[src/rtl/stsync_pkg.sv]
package stsync_pkg;

  localparam int TRAIN_RUN = 12;

  typedef enum logic [1:0] {
    PH_HUNT,
    PH_SEL,
    PH_DATA,
    PH_DIP
  } phase_e;

  typedef enum logic {
    ST_OOS,
    ST_INSYNC
  } sync_e;

  // one step of the diagonal parity: rotate the pair, then fold in the word
  function automatic logic [1:0] dip_step(input logic [1:0] acc, input logic [1:0] w);
    return {acc[0], acc[1]} ^ w;
  endfunction

endpackage

[src/rtl/stsync_framer.sv]
module stsync_framer
  import stsync_pkg::*;
#(
  parameter int CAL_LEN = 4
) (
  input  logic       clk,
  input  logic       rst_n,
  input  logic       clr,
  input  logic       valid,
  input  logic [1:0] word,
  input  logic       dual_en,
  input  logic       cal_sel,
  output logic       pass_done,
  output logic       pass_good,
  output logic       train_hit
);

  localparam int IW = (CAL_LEN > 1) ? $clog2(CAL_LEN) : 1;
  localparam int RW = $clog2(TRAIN_RUN + 1);
  localparam logic [IW-1:0] IDX_LAST = IW'(CAL_LEN - 1);
  localparam logic [RW-1:0] RUN_MAX  = RW'(TRAIN_RUN);
  localparam logic [RW-1:0] RUN_LAST = RW'(TRAIN_RUN - 1);

  phase_e        phase;
  logic [1:0]    acc;
  logic [IW-1:0] idx;
  logic [RW-1:0] run;
  logic          sel_bad;
  logic [1:0]    sel_exp;
  logic [1:0]    dip_exp;
  logic          is_ones;

  assign is_ones   = (word == 2'b11);
  assign sel_exp   = cal_sel ? 2'b10 : 2'b01;
  assign dip_exp   = ~dip_step(acc, 2'b11);
  assign train_hit = valid && !clr && is_ones && (run >= RUN_LAST);
  assign pass_done = valid && !clr && (phase == PH_DIP) && !train_hit;
  assign pass_good = (word == dip_exp) && !sel_bad;

  always_ff @(posedge clk or negedge rst_n) begin
    if (!rst_n) begin
      phase   <= PH_HUNT;
      acc     <= 2'b00;
      idx     <= '0;
      run     <= '0;
      sel_bad <= 1'b0;
    end else if (clr) begin
      phase   <= PH_HUNT;
      acc     <= 2'b00;
      idx     <= '0;
      run     <= '0;
      sel_bad <= 1'b0;
    end else if (valid) begin
      if (is_ones) begin
        run <= (run == RUN_MAX) ? RUN_MAX : run + 1'b1;
      end else begin
        run <= '0;
      end
      if (train_hit) begin
        phase <= PH_HUNT;
      end else begin
        unique case (phase)
          PH_HUNT: begin
            if (is_ones) begin
              acc     <= 2'b00;
              idx     <= '0;
              sel_bad <= 1'b0;
              phase   <= dual_en ? PH_SEL : PH_DATA;
            end
          end
          PH_SEL: begin
            acc     <= dip_step(acc, word);
            sel_bad <= (word != sel_exp);
            phase   <= PH_DATA;
          end
          PH_DATA: begin
            acc <= dip_step(acc, word);
            idx <= idx + 1'b1;
            if (idx == IDX_LAST) phase <= PH_DIP;
          end
          PH_DIP: begin
            phase <= PH_HUNT;
          end
          default: phase <= PH_HUNT;
        endcase
      end
    end
  end

endmodule

[src/rtl/stsync_fsm.sv]
module stsync_fsm
  import stsync_pkg::*;
#(
  parameter int THR_W = 4
) (
  input  logic             clk,
  input  logic             rst_n,
  input  logic             port_en,
  input  logic             pass_done,
  input  logic             pass_good,
  input  logic             train_hit,
  input  logic [THR_W-1:0] good_thresh,
  input  logic [THR_W-1:0] bad_thresh,
  input  logic             irq_en,
  output logic             sync_valid,
  output logic             irq
);

  sync_e          cur, nxt;
  logic [THR_W-1:0] cnt, nxt_cnt;
  logic [THR_W:0]   cnt_inc, g_eff, b_eff;

  assign cnt_inc = {1'b0, cnt} + 1'b1;
  assign g_eff   = (good_thresh == '0) ? (THR_W+1)'(1) : {1'b0, good_thresh};
  assign b_eff   = (bad_thresh == '0) ? (THR_W+1)'(1) : {1'b0, bad_thresh};

  always_comb begin
    nxt     = cur;
    nxt_cnt = cnt;
    if (!port_en || train_hit) begin
      nxt     = ST_OOS;
      nxt_cnt = '0;
    end else if (pass_done) begin
      if (cur == ST_OOS) begin
        if (pass_good) begin
          if (cnt_inc >= g_eff) begin
            nxt     = ST_INSYNC;
            nxt_cnt = '0;
          end else begin
            nxt_cnt = cnt_inc[THR_W-1:0];
          end
        end else begin
          nxt_cnt = '0;
        end
      end else begin
        if (!pass_good) begin
          if (cnt_inc >= b_eff) begin
            nxt     = ST_OOS;
            nxt_cnt = '0;
          end else begin
            nxt_cnt = cnt_inc[THR_W-1:0];
          end
        end else begin
          nxt_cnt = '0;
        end
      end
    end
  end

  always_ff @(posedge clk or negedge rst_n) begin
    if (!rst_n) begin
      cur <= ST_OOS;
      cnt <= '0;
      irq <= 1'b0;
    end else begin
      cur <= nxt;
      cnt <= nxt_cnt;
      irq <= irq_en && (nxt != cur);
    end
  end

  assign sync_valid = (cur == ST_INSYNC);

endmodule

[src/rtl/stsync_top.sv]
module stsync_top
  import stsync_pkg::*;
#(
  parameter int CAL_LEN = 4,
  parameter int THR_W   = 4
) (
  input  logic             clk,
  input  logic             rst_n,
  input  logic             stat_valid,
  input  logic [1:0]       stat_word,
  input  logic             port_en,
  input  logic             dual_cal_en,
  input  logic             cal_sel,
  input  logic [THR_W-1:0] good_thresh,
  input  logic [THR_W-1:0] bad_thresh,
  input  logic             irq_en,
  output logic             sync_valid,
  output logic             irq
);

  logic pass_done, pass_good, train_hit;

  stsync_framer #(.CAL_LEN(CAL_LEN)) u_framer (
    .clk       (clk),
    .rst_n     (rst_n),
    .clr       (!port_en),
    .valid     (stat_valid),
    .word      (stat_word),
    .dual_en   (dual_cal_en),
    .cal_sel   (cal_sel),
    .pass_done (pass_done),
    .pass_good (pass_good),
    .train_hit (train_hit)
  );

  stsync_fsm #(.THR_W(THR_W)) u_fsm (
    .clk         (clk),
    .rst_n       (rst_n),
    .port_en     (port_en),
    .pass_done   (pass_done),
    .pass_good   (pass_good),
    .train_hit   (train_hit),
    .good_thresh (good_thresh),
    .bad_thresh  (bad_thresh),
    .irq_en      (irq_en),
    .sync_valid  (sync_valid),
    .irq         (irq)
  );

endmodule

[config.mk]
export PLATFORM = sky130hd
export DESIGN_NAME = stsync_top
export DESIGN_NICKNAME = d
export VERILOG_FILES = /design/src/rtl/stsync_pkg.sv /design/src/rtl/stsync_framer.sv /design/src/rtl/stsync_fsm.sv /design/src/rtl/stsync_top.sv
export SDC_FILE = /design/constraint.sdc
export NUM_CORES = 1
export LEC_CHECK = 0
export BUFFER_PORTS_ARGS = -buffer_cell sky130_fd_sc_hd__buf_2
export CAP_MARGIN = 20
export CORE_MARGIN = 3
export CORE_UTILIZATION = 58
export CTS_BUF_LIST = sky130_fd_sc_hd__clkbuf_4 sky130_fd_sc_hd__clkbuf_8
export DETAILED_ROUTE_END_ITERATION = 12
export PLACE_DENSITY = 0.81
export SLEW_MARGIN = 10
export SYNTH_ARGS = -nofsm -noshare
export SYNTH_HDL_FRONTEND = slang
export SYNTH_SLANG_ARGS = --single-unit
[constraint.sdc]
create_clock -name clk -period 2.45 [get_ports clk]
set_input_delay 0.49 -clock clk [delete_from_list [all_inputs] [get_ports clk]]
set_output_delay 0.49 -clock clk [all_outputs]
set_load 0.01 [all_outputs]
==> out/metrics.yaml, run 1 <==
outcome: "finished clean"
cp.required_ns: 2.64
power_density_nw_per_um2: 619
fillCellCount: 171
crit_buf_inv: 0
root_buffer: "clkbuf_4"
core-area_sq_um: 2020
place.gp.congestion: 0.833
slew_headroom_pct: 69.9
die_area_sq_um: 2790
setup_viol: 0
grt_pass1_wl_um: 4490
clock-sinks: 17
avgSynthCellArea_sq_um: 9.14
period_minus_slack_ns: 2.22
postPlaceCellArea_sq_um: 1380
synth_nets: 172
io_pins: 19
antenna_found_initial: 0
crit_cells: 7
grt_use_total_pct: 21.9
cp_max_fo: 5
crit_path_start_kind: "flop"
p_leak_uw: 0.000711
firstDrtPassIters: 4
ctsResizeCount: 0
regToRegSetupSlack_ns: 0.23
maxCapViolations: 0
drv_slew: 0
rsz0062_at_grt: "no"
cp_cell_sequence: "ha_1 -> xor2_1 -> ha_1 -> o21ai_0 -> o21ai_0 -> o22ai_2 -> a32o_2"
swShare_pct: 36.6
crit_path_end: "u_fsm.cnt[2]"
hp-class: "input port to async pin"
ctsHoldBuffers: 0
pwr-share-clk_pct: 19.0
critPathMaxStageDelay_ns: 0.45
synthDistinctLibCells: 35
fp-row-count: 16
seq_area_frac_synth_pct: 33.5
vias: 1090
worstSetupStartpoint: "u_fsm.cnt[0]"
ys_warn_count: 0
endpoint_kind: "flop"
syn_area_sq_um: 1270
syn_inst: 139
pwr-share-comb_pct: 39.0
ant_nets: 0
crit_slowest_cell: "dfrtp_1"
drc: 0
die_w_um: 52.8
start_util_pct: 62.8
drt_first_iter_violations: 31
post-route-period-util_pct: 90.7
arrival_ns: 2.41
reg2reg_to: "u_fsm.cnt[2]"
drt_wl_total_um: 2570
p_int_uw: 552
finalSetupTns_ns: 0
pwr-share-seq_pct: 41.9
max_slew.worst_pin.slew_ns: 0.447
io_buffers: 18
hold_viol: 0
cts_buffer_depth: 2
ctsHtreeMaxLevel: 1
grt_overflow: 0
numCtsBuffers: 3
grt_max_degree: 18
post-route-cell-area_sq_um: 1410
max_freq_ghz: 0.450
switchingPower_uw: 318
dieHeight_um: 52.8
clock_latency_ns: 0.29
irDropWorstVdd_mv: 0.546
drive_above_1_share_pct: 20.1
postCtsSetupRepairBufs: 0
grt_pass1_vias: 1027
wl_per_cell_um: 13.8
path_clk_slew_ns: 0.10
nets: 193
r2r-start: "u_fsm.cnt[0]"
cts_tree: "done"
critPathTopFamily: "compound AO/OA/AOI/OAI gates"
antenna_cells: 0
syn2layout_area_growth_pct: 10.6
skew_ns: 0.00122
synth.ff_latch_count: 17
via_per_inst: 5.86
hpwlAfterDp_um: 2090
r2r_cells: 7
critPathKind: "flop to flop"
-- sequential cells by signal, indices dropped and copies added, names as in the netlist --
name,count
u_framer.run,4
u_fsm.cnt,4
u_framer.acc,2
u_framer.idx,2
u_framer.phase,2
u_framer.sel_bad,1
u_fsm.irq,1
u_fsm.sync_valid,1
-- layout make-up --
class,count,area [sq um],share of cell area [%]
clock buffers,4,30.0,2.14
inverters,13,48.8,3.47
multi-input cells,107,777,55.3
flip-flops and latches,17,425,30.3
well taps,27,33.8,2.40
repair buffers,18,90.1,6.41
-- metal layers --
layer / track usage [%] / share of wire [%] / routed length (um) / up-vias
met2: 39.3 / 51 / 1310 / 22
li1: - / - / - / 541
met1: 26.1 / 44 / 1120 / 521
met4: 6.38 / 1.6 / 42 / 0
met5: 0 / 0 / 0 / -
met3: 4.27 / 3.7 / 96 / 6
-- per-stage QoR --
step / instances / setup WS [ns] / utilization, % / power (uW) / hold slack (ns)
finish: 186 / 0.227 / 69.5 / 870 / 0.105
global route: 186 / 0.100 / 69.5 / 946 / 0.117
CTS: 186 / 0.201 / 69.5 / 879 / 0.114
detailed placement: 182 / 0.224 / 68.0 / 710 / 0.435
global placement: 182 / 0.245 / 68.0 / 694 / 0.433
floorplan: 139 / 0.461 / - / 627 / 0.194
-- how the worst min path moves through the flow --
stage,to,cells past startpoint,slack [ns]
finish,u_framer.acc[1],1,0.11
global route,u_framer.acc[1],1,0.12
CTS,u_framer.run[2],1,0.11
detailed placement,u_framer.acc[1],1,0.43
global placement,u_framer.acc[1],1,0.43
floorplan,u_framer.acc[0],0,0.19
-- worst register-to-register path, delay by kind of cell, from the launching register on --
family | cells | cell delay [ns]
adders and majority gates | 2 | 0.49
xor gates and xnor gates | 1 | 0.31
DFF | 1 | 0.45
AOI/OAI and AO/OA | 4 | 0.88
-- Yosys cell counts --
library cell,count,area share (%)
a211oi_1,2,1.2
a21boi_0,1,0.59
a21oi_1,3,1.2
a21oi_2,1,0.69
a22o_1,10,6.9
a31o_2,2,1.4
a31oi_1,2,0.99
a32o_2,1,0.89
a41oi_1,1,0.69
and3_1,2,0.99
and4_1,2,1.4
buf_4,1,0.59
buf_6,1,0.89
dfrtp_1,17,33
ha_1,16,16
inv_1,13,3.8
mux2_2,2,1.8
mux2i_1,1,0.79
nand2_1,17,5.0
nand2b_1,3,1.5
nand3_1,8,3.2
nand3b_1,1,0.59
nand4_1,1,0.49
nor2_1,7,2.1
nor2b_1,2,0.99
o211ai_1,1,0.59
o21a_1,1,0.59
o21ai_0,11,4.3
o22ai_1,1,0.49
o22ai_2,1,0.99
or3_4,1,0.89
or3b_2,1,0.69
or3b_4,1,0.89
xnor2_1,1,0.69
xor2_1,3,2.1
-- power groups by stage --
stage | Sequential, uW | Clock, uW | Combinational (uW)
after floorplan | 361 | 0 | 266
after global placement | 368 | 0 | 326
after detailed placement | 371 | 0 | 340
after CTS | 365 | 170 | 344
after global routing | 374 | 182 | 390
final | 365 | 166 | 340
-- logic make-up (layout without fill, tap and decap cells) --
| kind of cell | Yosys count | count (layout) | synth area share [%] |
|---|---|---|---|
| adder cells (fa/ha/maj) | 16 | 16 | 15.8 |
| AO/OA/AOI/OAI | 38 | 38 | 21.5 |
| buffers and inverters | 15 | 35 | 5.32 |
| multiplexers | 3 | 3 | 2.56 |
| AND/OR/NAND/NOR | 46 | 46 | 18.6 |
| XOR/XNOR | 4 | 4 | 2.76 |
| flip-flops | 17 | 17 | 33.5 |
-- cells in the final DEF (no fill, tap or decap), drive strengths merged, types with 2 or more instances in the layout --
master	Yosys	final
and4	2	2
xor2	3	3
o21ai	11	11
nor2	7	7
a22o	10	10
mux2	2	2
a31oi	2	2
a21oi	4	4
clkbuf	0	4
a31o	2	2
inv	13	13
nand2	17	17
or3b	2	2
a211oi	2	2
and3	2	2
nand2b	3	3
nor2b	2	2
buf	2	18
nand3	8	8
ha	16	16
dfrtp	17	17
o22ai	2	2
Note: power is estimated with default switching activity, not from simulation.
==> inputs of run 2 (changes only) <==
CORE_UTILIZATION = 59   (was 58)
PLACE_DENSITY = 0.82   (was 0.81)
SYNTH_HIERARCHICAL = 1   (was default)
==> run 2 against run 1 <==
  * Combinational power shrank 65%
  * Largest cell class unchanged
  * Sequential power shrank 21%
  * Clock skew grew 0.0021 ns
  * Maximum frequency shrank 2.2%
  * Clock-buffer cell count shrank 1
  * Critical endpoint is now u_fsm/cnt[0]
  * Synthesized cell count grew 2.2%
  * Register-to-register slack lost 0.05 ns
  * Power shrank 35%
  * Highest routed layer unchanged
==> out/metrics.yaml, run 2 <==
place.gp.congestion: 0.751
grt_pass1_wl_um: 4830
dieHeight_um: 53.9
synth.ff_latch_count: 17
outcome: "finished clean"
antenna_cells: 0
crit_cells: 7
start_util_pct: 65.5
fp-row-count: 16
ant_nets: 0
grt_pass1_vias: 1081
skew_ns: 0.00329
crit_buf_inv: 0
clock-sinks: 17
finalSetupTns_ns: 0
hold_viol: 0
power_density_nw_per_um2: 376
cts_tree: "done"
synth_edf_count: 0
path_common_cell: "ha_1"
fillCellCount: 155
die_w_um: 53.9
clock_latency_ns: 0.30
slew_headroom_pct: 59.5
io_buffers: 18
final_common_cell: "buf_2"
setup_viol: 0
synthDistinctLibCells: 45
core-area_sq_um: 2060
hp-class: "input port to async pin"
nets: 199
wl_met1_um: 1280
syn_inst: 142
crit_path_start_kind: "flop"
cp_max_fo: 4
hpwlAfterDp_um: 2270
path_clk_slew_ns: 0.11
wl_met3_um: 176
irDropWorstVdd_mv: 0.405
yosys.area.top_type: "dfrtp_1"
dpl.cell_count: 187
arrival_ns: 2.46
maxCapViolations: 0
max_slew.worst_pin.slew_ns: 0.603
postPlaceCellArea_sq_um: 1480
grt_max_degree: 18
crit_slowest_cell: "dfrtp_1"
post-route-cell-area_sq_um: 1500
critPathKind: "flop to flop"
max_freq_ghz: 0.440
p_leak_uw: 0.000740
rsz0062_at_grt: "no"
ctsHtreeMaxLevel: 1
r2r_cells: 7
grt_use_total_pct: 22.8
async_reset_ff_share_pct: 100
critPathMaxStageDelay_ns: 0.42
synth_nets: 176
synth.top_cell.area_share_pct: 31.5
via_per_inst: 6.13
post-route-period-util_pct: 92.7
root_buffer: "clkbuf_4"
wl_per_cell_um: 15.1
synth_area_leaders: "dfrtp_1, ha_1, inv_1"
mostFrequentLayoutCells: "buf_2, ha_1, dfrtp_1, inv_1, nor2_1"
cp_cell_sequence: "ha_1 -> xor2_1 -> ha_1 -> o21ai_0 -> o21ai_1 -> a2bb2o_1 -> mux2_2"
drv_slew: 0
endpoint_kind: "flop"
firstDrtPassIters: 4
syn_area_sq_um: 1350
layoutNonFillerInstCount: 191
seq_area_frac_synth_pct: 31.5
critPathTopFamily: "compound AO/OA/AOI/OAI gates"
drt_first_iter_violations: 19
drt_wl_total_um: 2880
vias: 1171
drc: 0
period_minus_slack_ns: 2.27
antenna_found_initial: 0
synth_ff_type: "dfrtp_1"
synth_top_cells_by_count: "dfrtp_1, ha_1, inv_1"
avgSynthCellArea_sq_um: 9.52
top_layer_used: "met4"
numCtsBuffers: 3
drive_above_1_share_pct: 20.1
io_pins: 19
grt_overflow: 0
ctsResizeCount: 0
cp.required_ns: 2.64
die_area_sq_um: 2900
met2_length_um: 1410
cts_buffer_depth: 2
syn2layout_area_growth_pct: 11.2
top_regs: "u_framer/run: 4 flops, u_fsm/cnt: 4 flops"
ys_warn_count: 6
postCtsSetupRepairBufs: 0
ctsHoldBuffers: 0
run 2: changes by cell type in the layout (fill, tap and decap cells not counted), moves of 3 or more:
| cell | previous run | this run |
|---|---|---|
| nand2b_1 | 3 | 6 |
| o21ai_1 | 0 | 3 |
| o21ai_0 | 11 | 6 |
| nor2b_1 | 2 | 5 |
| o32ai_1 | 0 | 4 |
| nand2_1 | 17 | 5 |
| nand3_1 | 8 | 4 |
| a22o_1 | 10 | 4 |
run 2: cell families (layout without fill, tap and decap cells):
group / after synthesis / in the layout / share of synthesized area [%]
AO/OA/AOI/OAI: 40 / 40 / 23.1
XOR/XNOR: 4 / 4 / 2.59
adder cells (fa/ha/maj): 17 / 17 / 15.7
buffers and inverters: 17 / 39 / 5.28
flip-flops: 17 / 17 / 31.5
multiplexers: 2 / 2 / 1.57
AND/OR/NAND/NOR: 45 / 45 / 20.2
run 2: layout make-up:
class,count,area [sq um],area share [%]
clock buffer,3,22.5,1.50
clock inverter,1,5.00,0.333
inverter,15,56.3,3.75
multi-input combinational,108,855,56.9
sequential,17,425,28.3
tap,27,33.8,2.25
timing repair buffer,20,105,6.99
run 2: worst register-to-register path, stage by stage, from the launching register on:
cell	delay, ns
dfrtp_1	0.42
ha_1	0.23
xor2_1	0.34
ha_1	0.23
o21ai_0	0.10
o21ai_1	0.22
a2bb2o_1	0.36
mux2_2	0.27
run 2: through the flow:
stage	hold WS (ns)	utilization, %	total power (uW)	setup WS (ns)
final	0.0988	72.9	565	0.178
after global routing	0.111	72.9	597	0.0510
after CTS	0.106	72.9	570	0.200
after detailed placement	0.438	71.5	414	0.210
after global placement	0.431	71.5	406	0.274
after floorplan	0.194	-	372	0.405
run 2: power breakdown:
group / switching, uW / total (uW) / internal [uW] / leakage [uW]
Combinational: 68.7 / 119 / 50.7 / 0.000485
Clock: 94.8 / 156 / 60.8 / 0.0000177
Sequential: 4.41 / 290 / 285 / 0.000237
run 2: worst paths after layout:
path,start,end,slack [ns]
worst max-delay path,u_fsm/cnt[1],u_fsm/cnt[0],0.18
worst min register to register,u_framer/run[0],u_framer/run[0],0.57
worst min-delay path,rst_n,u_framer/run[1],0.1
max in group asynchronous,rst_n,u_framer/acc[0],2.06
worst max register to register,u_fsm/cnt[1],u_fsm/cnt[0],0.18
min in group clk,irq_en,u_fsm/irq,0.44
run 2: routing by layer:
layer  GRT usage (%)  up-vias
met2            36.5       39
li1                -      570
met4            5.96        0
met1            30.4      560
met5               0        -
met3            5.82        2
==> inputs of run 3 (changes only) <==
--- a/config.mk
+++ b/config.mk
@@ -9,8 +9,9 @@
 export CAP_MARGIN = 20
 export CORE_MARGIN = 3
-export CORE_UTILIZATION = 59
+export CORE_UTILIZATION = 55
 export CTS_BUF_LIST = sky130_fd_sc_hd__clkbuf_4 sky130_fd_sc_hd__clkbuf_8
 export DETAILED_ROUTE_END_ITERATION = 12
-export PLACE_DENSITY = 0.82
+export GPL_TIMING_DRIVEN = 0
+export PLACE_DENSITY = 0.77
 export SLEW_MARGIN = 10
 export SYNTH_ARGS = -nofsm -noshare
==> constraint.sdc (replaced) <==
create_clock -name clk -period 2.45 [get_ports clk]
set_input_delay 0.49 -clock clk [delete_from_list [all_inputs] [get_ports clk]]
set_output_delay 0.49 -clock clk [all_outputs]
set_load 0.05 [all_outputs]
==> run 3 against run 2 <==
  * Sequential share of layout area shrank 0.23 points
  * Wire length grew 0.28%
  * Critical path depth is the same
  * Largest power group unchanged
  * Worst setup slack lost 0.071 ns
  * Design area grew 0.83%
==> out/metrics.yaml, run 3 (synthesis gave the netlist of run 2 again) <==
hp-class: "input port to async pin"
dieHeight_um: 55.6
period_minus_slack_ns: 2.34
pwr-share-seq_pct: 50.4
cp_max_fo: 5
cp_cell_sequence: "ha_1 -> xor2_2 -> ha_1 -> o21ai_0 -> o21ai_2 -> a2bb2o_1 -> mux2_2"
clock_latency_ns: 0.30
skew_ns: 0.00158
max_slew.worst_pin.slew_ns: 0.567
numCtsBuffers: 3
crit_slowest_cell: "dfrtp_1"
hpwlAfterDp_um: 2190
die_area_sq_um: 3090
whs_ns: 0.0975
top_regs: "u_framer/run: 4 flops, u_fsm/cnt: 4 flops"
drc: 0
vias: 1151
pwr-share-comb_pct: 21.1
cp.required_ns: 2.65
grt_pass1_vias: 1156
path_common_cell: "ha_1"
crit_path_start_kind: "flop"
grt_max_degree: 18
critPathMaxStageDelay_ns: 0.47
p_int_uw: 398
path_clk_slew_ns: 0.11
r2r_cells: 7
pre_cts_slack_ns: 0.0846
grt_overflow: 0
ant_nets: 0
post-route-period-util_pct: 95.7
power_density_nw_per_um2: 379
switchingPower_uw: 177
r2r-start: "u_fsm/cnt[0]"
endpoint_kind: "flop"
pwr-share-clk_pct: 28.5
place.gp.congestion: 0.752
ctsHtreeMaxLevel: 1
drt_wl_total_um: 2890
antenna_found_initial: 0
layoutNonFillerInstCount: 192
arrival_ns: 2.54
fp-row-count: 17
mostFrequentLayoutCells: "buf_2, ha_1, dfrtp_1, inv_1, nor2_1"
p_leak_uw: 0.000738
reg2reg_to: "u_fsm/cnt[0]"
fin_util_pct: 66.6
max_freq_ghz: 0.427
critPathKind: "flop to flop"
nets: 199
swShare_pct: 30.8
core-area_sq_um: 2280
ctsHoldBuffers: 0
io_pins: 19
drive_above_1_share_pct: 20.7
wl_per_cell_um: 15.0
outcome: "finished clean"
drt_first_iter_violations: 33
regToRegSetupSlack_ns: 0.11
io_buffers: 18
drv_slew: 0
cts_tree: "done"
via_per_inst: 5.99
root_buffer: "clkbuf_4"
dpl.cell_count: 188
slew_headroom_pct: 61.9
syn2layout_area_growth_pct: 12.1
antenna_cells: 0
die_w_um: 55.6
maxCapViolations: 0
layout_setup_ws_ns: 0.106
cts_buffer_depth: 2
hold_viol: 0
start_util_pct: 59.4
grt_pass1_wl_um: 4950
grt_use_total_pct: 19.6
final_common_cell: "buf_2"
irDropWorstVdd_mv: 0.300
firstDrtPassIters: 4
setup_viol: 0
clock-sinks: 17
==> run 3: final cells by class <==
class,count,area (sq um)
buffer,2,15.0
clock buffer,3,22.5
fill,184,761
multi-input combinational,108,866
tap,28,35.0
clock inverter,1,5.00
sequential,17,425
inverter,15,56.3
timing repair buffer,18,90.1
==> run 3: worst max path at each step <==
| stage | from | endpoint | slack, ns | cells after the start |
|---|---|---|---|---|
| after global routing | u_fsm/cnt[0] | u_fsm/cnt[0] | -0.05 | 7 |
| after CTS | u_fsm/cnt[0] | u_fsm/cnt[0] | 0.06 | 7 |
| after floorplan | u_fsm/cnt[0] | u_fsm/cnt[0] | 0.40 | 7 |
| final | u_fsm/cnt[0] | u_fsm/cnt[0] | 0.11 | 7 |
| after detailed placement | u_fsm/cnt[0] | u_fsm/cnt[0] | 0.08 | 7 |
| after global placement | u_fsm/cnt[0] | u_fsm/cnt[0] | 0.16 | 7 |
==> run 3: timing repair <==
action	4_1_cts	5_1_grt
endpoints found under the setup margin	0	4
gates resized for setup	0	2
setup buffers	0	0
==> run 3: per-stage QoR <==
stage	power (uW)	area [sq um]	setup TNS (ns)
after floorplan	372	1350	0
after global placement	407	1480	0
after detailed placement	414	1480	0
after CTS	579	1500	0
after global routing	603	1520	-0.110
final	574	1520	0
==> run 3: worst max-delay path: cells and delay by family (launching register included) <==
kind,cells,cell delay [ns]
flops,1,0.47
fa+ha+maj,2,0.59
xor+xnor,1,0.21
compound gates,3,0.69
mux,1,0.28
==> run 3: power groups by stage <==
stage	sequential (uW)	combinational, uW	clock [uW]
after global placement	295	112	0
final	290	121	164
after floorplan	294	77.9	0
after global routing	290	137	176
after CTS	290	120	169
after detailed placement	295	119	0
==> run 3: metal layers <==
layer / up-vias / routed length [um] / track usage (%)
met5: - / 0 / 0
met1: 550 / 1350 / 24.1
met2: 30 / 1410 / 34.1
met3: 4 / 95 / 3.27
li1: 567 / - / -
met4: 0 / 25 / 7.29
